**src/rtl/tsc_pkg.sv**
```systemverilog
package tsc_pkg;
  typedef enum logic [1:0] {
    ST_IDLE = 2'd0,
    ST_LOOK = 2'd1,
    ST_REQ  = 2'd2,
    ST_FILL = 2'd3
  } tsc_state_e;
endpackage

```
**src/rtl/tsc_tag_bank.sv**
```systemverilog
// One way's tag store: one entry per group, synchronous read for block RAM.
module tsc_tag_bank #(
  parameter int DEPTH = 8,
  parameter int WIDTH = 20,
  localparam int AW = $clog2(DEPTH)
) (
  input  logic             clk,
  input  logic             rd_en,
  input  logic [AW-1:0]    rd_addr,
  output logic [WIDTH-1:0] rd_data,
  input  logic             wr_en,
  input  logic [AW-1:0]    wr_addr,
  input  logic [WIDTH-1:0] wr_data
);
  logic [WIDTH-1:0] mem [DEPTH];

  always_ff @(posedge clk) begin
    if (wr_en) mem[wr_addr] <= wr_data;
    if (rd_en) rd_data <= mem[rd_addr];
  end
endmodule

```
**src/rtl/tsc_repl_state.sv**
```systemverilog
// Valid bits per way and group, plus one recency bit per group.
module tsc_repl_state #(
  parameter int GRP_W = 3,
  localparam int GROUPS = 1 << GRP_W
) (
  input  logic             clk,
  input  logic             rst,
  input  logic [GRP_W-1:0] rd_grp,
  output logic [1:0]       rd_valid,
  output logic             rd_victim,
  input  logic             upd_en,
  input  logic [GRP_W-1:0] upd_grp,
  input  logic             upd_way,
  input  logic             upd_fill
);
  logic [GROUPS-1:0] vld_w0, vld_w1;
  logic [GROUPS-1:0] evict_q;  // way to evict next, per group

  always_ff @(posedge clk) begin
    if (rst) begin
      vld_w0  <= '0;
      vld_w1  <= '0;
      evict_q <= '0;
    end else if (upd_en) begin
      evict_q[upd_grp] <= ~upd_way;
      if (upd_fill) begin
        if (upd_way) vld_w1[upd_grp] <= 1'b1;
        else         vld_w0[upd_grp] <= 1'b1;
      end
    end
  end

  always_comb begin
    rd_valid = {vld_w1[rd_grp], vld_w0[rd_grp]};
    if (!rd_valid[0])      rd_victim = 1'b0;
    else if (!rd_valid[1]) rd_victim = 1'b1;
    else                   rd_victim = evict_q[rd_grp];
  end

  // the way just used is no longer the eviction candidate of its group
  assert_recency_update_R6: assert property (@(posedge clk) disable iff (rst)
    upd_en |=> evict_q[$past(upd_grp)] != $past(upd_way));

  // a completed refill leaves the filled way valid for the group
  assert_fill_valid_R4: assert property (@(posedge clk) disable iff (rst)
    (upd_en && upd_fill) |=> (($past(upd_way) ? vld_w1[$past(upd_grp)] : vld_w0[$past(upd_grp)]) == 1'b1));
endmodule

```
**src/rtl/tileset_tag_ctrl.sv**
```systemverilog
module tileset_tag_ctrl
  import tsc_pkg::*;
#(
  parameter int ADDR_W      = 32,
  parameter int CACHE_BYTES = 8192,
  parameter int LINE_BYTES  = 64,
  parameter int GROUP_LINES = 8,
  localparam int WAYS    = 2,
  localparam int SETS    = CACHE_BYTES / (LINE_BYTES * WAYS),
  localparam int OFF_W   = $clog2(LINE_BYTES),
  localparam int IDX_W   = $clog2(SETS),
  localparam int MEM_W   = $clog2(GROUP_LINES),
  localparam int GRP_W   = IDX_W - MEM_W,
  localparam int GROUPS  = 1 << GRP_W,
  localparam int TAG_W   = ADDR_W - OFF_W - IDX_W,
  localparam int LINE_AW = ADDR_W - OFF_W,
  localparam int DATA_W  = LINE_BYTES * 8
) (
  input  logic               clk,
  input  logic               rst,
  input  logic               lk_valid,
  output logic               lk_ready,
  input  logic [LINE_AW-1:0] lk_line,
  input  logic               lk_tile,
  output logic               rsp_valid,
  output logic               rsp_hit,
  output logic               rsp_way,
  output logic               rsp_tile,
  output logic [IDX_W-1:0]   rsp_set,
  output logic               fill_req_valid,
  input  logic               fill_req_ready,
  output logic [ADDR_W-1:0]  fill_req_addr,
  input  logic               fill_beat_valid,
  input  logic [DATA_W-1:0]  fill_beat_data,
  output logic               dwr_en,
  output logic               dwr_way,
  output logic [IDX_W-1:0]   dwr_set,
  output logic [DATA_W-1:0]  dwr_data
);
  tsc_state_e state_q;

  logic [TAG_W-1:0] a_tag_q;
  logic [GRP_W-1:0] a_grp_q;
  logic [MEM_W-1:0] a_mem_q;
  logic             a_tile_q;
  logic             way_q;
  logic [MEM_W-1:0] beat_q;

  logic [TAG_W-1:0] tag_rd [WAYS];
  logic [WAYS-1:0]  hit_vec;
  logic [1:0]       rd_valid;
  logic             rd_victim;
  logic             accept, hit, hit_way, last_beat, beat_take;
  logic             upd_en, upd_way;

  wire [GRP_W-1:0] lk_grp = lk_line[IDX_W-1:MEM_W];

  // Lookup handshake and request are decoded from the state register only
  always_comb begin
    lk_ready       = (state_q == ST_IDLE);
    fill_req_valid = (state_q == ST_REQ);
    fill_req_addr  = {a_tag_q, a_grp_q, {(MEM_W + OFF_W){1'b0}}};
    accept         = lk_valid && lk_ready;
    beat_take      = (state_q == ST_FILL) && fill_beat_valid;
    last_beat      = beat_take && (beat_q == MEM_W'(GROUP_LINES - 1));
  end

  // Tag banks, one per way
  for (genvar w = 0; w < WAYS; w++) begin : g_way
    tsc_tag_bank #(.DEPTH(GROUPS), .WIDTH(TAG_W)) u_bank (
      .clk     (clk),
      .rd_en   (accept),
      .rd_addr (lk_grp),
      .rd_data (tag_rd[w]),
      .wr_en   (last_beat && (way_q == 1'(w))),
      .wr_addr (a_grp_q),
      .wr_data (a_tag_q)
    );
    assign hit_vec[w] = rd_valid[w] && (tag_rd[w] == a_tag_q);
  end

  always_comb begin
    hit     = |hit_vec;
    hit_way = hit_vec[1];
    upd_en  = ((state_q == ST_LOOK) && hit) || last_beat;
    upd_way = last_beat ? way_q : hit_way;
  end

  tsc_repl_state #(.GRP_W(GRP_W)) u_repl (
    .clk       (clk),
    .rst       (rst),
    .rd_grp    (a_grp_q),
    .rd_valid  (rd_valid),
    .rd_victim (rd_victim),
    .upd_en    (upd_en),
    .upd_grp   (a_grp_q),
    .upd_way   (upd_way),
    .upd_fill  (last_beat)
  );

  always_ff @(posedge clk) begin
    if (rst) begin
      state_q   <= ST_IDLE;
      a_tag_q   <= '0;
      a_grp_q   <= '0;
      a_mem_q   <= '0;
      a_tile_q  <= 1'b0;
      way_q     <= 1'b0;
      beat_q    <= '0;
      rsp_valid <= 1'b0;
      rsp_hit   <= 1'b0;
      rsp_way   <= 1'b0;
      rsp_tile  <= 1'b0;
      rsp_set   <= '0;
      dwr_en    <= 1'b0;
      dwr_way   <= 1'b0;
      dwr_set   <= '0;
      dwr_data  <= '0;
    end else begin
      rsp_valid <= 1'b0;
      dwr_en    <= 1'b0;
      case (state_q)
        ST_IDLE: if (accept) begin
          a_tag_q  <= lk_line[LINE_AW-1:IDX_W];
          a_grp_q  <= lk_grp;
          a_mem_q  <= lk_line[MEM_W-1:0];
          a_tile_q <= lk_tile;
          state_q  <= ST_LOOK;
        end
        ST_LOOK: begin
          rsp_valid <= 1'b1;
          rsp_hit   <= hit;
          rsp_way   <= hit ? hit_way : rd_victim;
          rsp_tile  <= a_tile_q;
          rsp_set   <= {a_grp_q, a_mem_q};
          way_q     <= rd_victim;
          state_q   <= hit ? ST_IDLE : ST_REQ;
        end
        ST_REQ: if (fill_req_ready) begin
          beat_q  <= '0;
          state_q <= ST_FILL;
        end
        ST_FILL: if (beat_take) begin
          dwr_en   <= 1'b1;
          dwr_way  <= way_q;
          dwr_set  <= {a_grp_q, beat_q};
          dwr_data <= fill_beat_data;
          beat_q   <= beat_q + 1'b1;
          if (last_beat) state_q <= ST_IDLE;
        end
        default: state_q <= ST_IDLE;
      endcase
    end
  end

  // every accepted lookup is answered two edges later
  assert_rsp_latency_R2: assert property (@(posedge clk) disable iff (rst)
    (lk_valid && lk_ready) |-> ##2 rsp_valid);

  // a tag is never resident in both ways of a group
  assert_single_way_hit_R3: assert property (@(posedge clk) disable iff (rst)
    (state_q == ST_LOOK) |-> $onehot0(hit_vec));

  // the refill request holds its address until taken
  assert_req_stable_R7: assert property (@(posedge clk) disable iff (rst)
    (fill_req_valid && !fill_req_ready) |=> (fill_req_valid && $stable(fill_req_addr)));

  // data array writes only follow accepted beats
  assert_write_after_beat_R8: assert property (@(posedge clk) disable iff (rst)
    dwr_en |-> $past(fill_beat_valid));

  // a miss answer always comes with lookups stalled
  assert_stall_on_miss_R9: assert property (@(posedge clk) disable iff (rst)
    (rsp_valid && !rsp_hit) |-> !lk_ready);
endmodule

```
**config.mk**
```make
export PLATFORM = sky130hd
export DESIGN_NAME = tileset_tag_ctrl
export DESIGN_NICKNAME = d
export VERILOG_FILES = /design/src/rtl/tsc_pkg.sv /design/src/rtl/tsc_tag_bank.sv /design/src/rtl/tsc_repl_state.sv /design/src/rtl/tileset_tag_ctrl.sv
export SDC_FILE = /design/constraint.sdc
export NUM_CORES = 1
export LEC_CHECK = 0
export ABC_CLOCK_PERIOD_IN_PS = 3450
export CAP_MARGIN = 10
export CELL_PAD_IN_SITES_DETAIL_PLACEMENT = 0
export CELL_PAD_IN_SITES_GLOBAL_PLACEMENT = 1
export CORE_AREA = 2 2 430 432
export CTS_BUF_LIST = sky130_fd_sc_hd__clkbuf_8
export CTS_CLUSTER_SIZE = 14
export DETAILED_ROUTE_END_ITERATION = 12
export DIE_AREA = 0 0 432 434
export PLACE_DENSITY = 0.51
export SYNTH_ARGS = -nofsm -noshare
export SYNTH_HDL_FRONTEND = slang
export SYNTH_SLANG_ARGS = --single-unit
```
**constraint.sdc**
```tcl
create_clock -name clk -period 3.45 [get_ports clk]
set_input_delay 0.69 -clock clk [delete_from_list [all_inputs] [get_ports clk]]
set_output_delay 0.69 -clock clk [all_outputs]
set_load 0.02 [all_outputs]
```
==> metrics.csv <==
metric,value,unit
outcome,"finished, final reports clean",
Worst-path clk slew,0.06,ns
via count of the first global-routing pass,28900,
initial antenna violation count,52,
Most used DFF post-synth,dfxtp_1,
Critical Path Fanout Max,12,
GPL Wtd Cong,0.986,
Synth area leaders,"dfxtp_1 (35%), edfxtp_1 (32%), nand2_1 (12%), a21oi_1 (8.2%), mux4_2 (5.5%)",
CP Depth,2,
total of max-cap violations,0,
"Cell Count, Final, Fillers Out",6899,
Top delay family on crit path,buffers and inverters,
Final HPWL DP,157000,um
DIE HEIGHT,434,um
1st-iter DRT viols,2083,
critical path class,flop to output port,
"count leader, synth",nand2_1,
RSZ-0062 raised after global routing,no,
via count,28700,
largest net degree at the start of global routing,115,
fin area,52300,sq um
GR Overflow Total,0,
Cells after Synth,3162,
dpl cell area,48600,sq um
Critical Path Source Type,flop,
Max VDD drop,317,uV
Final Hold Vio Count,0,
first-pass GRT wire length,258000,um
CP max-delay cell,clkdlybuf4s50_1,
Die W,432,um
Worst EP required,2.76,ns
CP Buf/Inv Count,2,
clock buffer depth,3,
Post-synth top cells,"nand2_1 (1,120), dfxtp_1 (587), a21oi_1 (560), edfxtp_1 (360), clkbuf_1 (187)",
worst rel slew slack,32.2,%
crit end category,output port,
I/O pins,1108,
Leak,17.2,nW
area added between synthesis and finish,53.9,%
post_cts resized,3,
hold crit path type,primary input to flop,
core box area,182000,sq um
Post-Syn Area,34000,sq um
Max stage delay on crit path,0.83,ns
final setup TNS,0,ns
"Core Util, Final",28.7,%
synth unique cells,37,
Final WS setup,0.193,ns
H-tree levels,4,
CTS Sinks,947,
share of layout cells above drive strength 1,12.0,%
Worst Hold Depth,3,
final period utilization,94.4,%
Clock Latency Late Sink,0.94,ns
Total GRT Usage,20.4,%
fin. max-slew vios,0,
Initial Utilization,18.6,%
ys async rst share,0,%
worst slew pin tran,1.02,ns
# DRC,0,
hold slack,0.297,ns
CTS tree,done,
Worst Path Arrival,2.57,ns
number of synthesis warnings,0,
FF-to-FF path depth,7,
TritonCTS buffer count,181,
Tot Pwr,25.8,mW
I/O Buffers,1098,
Final Skew,0.0654,ns
cell taking the most area after synthesis,dfxtp_1,
FMAX,0.307,GHz
WL/cell,28.8,um
Cells after DPL,6552,
# setup viols final,0,
Fillers,19100,
number of synthesized register bits,947,
Hold Buf Count CTS,0,
layout net count,4896,
DP Worst Slack,0.601,ns
clk root buf,clkbuf_8,
Pwr per Cell Area,493,nW/um^2
Syn Area/Cell,10.8,sq um
crit path cell chain,buf_4 > clkdlybuf4s50_1,
TritonRoute pass-1 iters,6,
Vias/cell,4.16,
post-route ant nets,0,
"EDFF count, synth",360,
share of the yosys chip area belonging to registers,66.4,%
post-layout min period,3.26,ns
post-CTS setup buffers,0,
Routed WL,199000,um
Std-Cell Rows,157,
Yosys top cell area share,34.6,%
die footprint,187000,sq um
==> routing by layer <==
layer | track usage, % | part of all wire, %
met1 | 22.1 | 37
met2 | 35.5 | 50
met3 | 8.87 | 9.4
met4 | 6.56 | 3.3
met5 | 1.17 | 0.30
==> tightest hold or removal path, delay by kind of cell <==
family	cells	cell delay (ns)
AO/OA/AOI/OAI	1	0.05
buffers and inverters	1	0.40
AND/OR/NAND/NOR	1	0.05
==> registers in the layout, summed over array words and instances, names as in the netlist, named ones only <==
| register | flops |
|---|---|
| u_repl.vld_w1 | 8 |
| a_tile_q | 1 |
| rsp_hit | 1 |
| a_tag_q | 20 |
| g_way.u_bank.rd_data | 40 |
| a_grp_q | 3 |
| dwr_en | 1 |
| state_q | 1 |
| dwr_set | 6 |
| u_repl.evict_q | 8 |
| a_mem_q | 3 |
| way_q | 1 |
| beat_q | 3 |
| rsp_tile | 1 |
| g_way.u_bank.mem | 320 |
| rsp_way | 1 |
| rsp_valid | 1 |
| dwr_data | 512 |
| u_repl.vld_w0 | 8 |
| dwr_way | 1 |
| rsp_set | 6 |
==> cell type report <==
type | count | area [sq um] | share of cell area, %
antenna | 11 | 27.5 | 0.0526
clock buffer | 207 | 2850 | 5.44
clock inverter | 129 | 902 | 1.72
inverter | 3 | 12.5 | 0.0239
multi-input combinational | 1991 | 10600 | 20.3
sequential | 947 | 22600 | 43.1
tap | 2385 | 2980 | 5.70
timing repair buffer | 1226 | 12400 | 23.7
==> layout by cell type, fill, tap and decap left out, drive strengths merged, types with 2 or more instances in the layout <==
| cell type | n |
|---|---|
| nor2 | 67 |
| clkdlybuf4s50 | 1094 |
| a22oi | 2 |
| a211oi | 2 |
| nand2b | 2 |
| dfxtp | 587 |
| mux2 | 40 |
| bufinv | 9 |
| a31oi | 6 |
| nand2 | 1120 |
| nor4 | 9 |
| diode | 11 |
| nand3 | 10 |
| o31a | 8 |
| nor2b | 2 |
| buf | 132 |
| conb | 9 |
| clkinv | 50 |
| nor3 | 3 |
| a21oi | 560 |
| ha | 2 |
| clkbuf | 207 |
| mux4 | 84 |
| edfxtp | 360 |
| inv | 72 |
| xnor2 | 40 |
| a41oi | 3 |
| nand4 | 12 |
| mux2i | 3 |
==> kinds of logic after synthesis <==
| family | after synthesis | synth area share (%) |
|---|---|---|
| other | 1 | 0.0110 |
| buffers and inverters | 232 | 2.69 |
| multiplexers | 127 | 7.00 |
| AO/OA/AOI/OAI | 586 | 8.87 |
| XOR/XNOR | 40 | 1.03 |
| AND/OR/NAND/NOR | 1227 | 14.0 |
| flip-flops | 947 | 66.4 |
| adder cells (fa/ha/maj) | 2 | 0.0736 |
==> final timing paths <==
path	start	end	slack (ns)
setup / recovery	a_grp_q[0]	fill_req_addr[9]	0.19
hold / removal	fill_beat_data[233]	dwr_data[233]	0.30
setup reg to reg	a_tag_q[0]	u_repl.evict_q[6]	0.75
hold reg to reg	dwr_data[122]	dwr_data[122]	0.45
==> power breakdown <==
part / total [mW] / internal [mW] / switching, mW
combinational: 2.20 / 1.03 / 1.17
clock: 11.7 / 6.23 / 5.45
sequential: 11.9 / 11.8 / 0.142
Power figures use the tool's default switching activity.
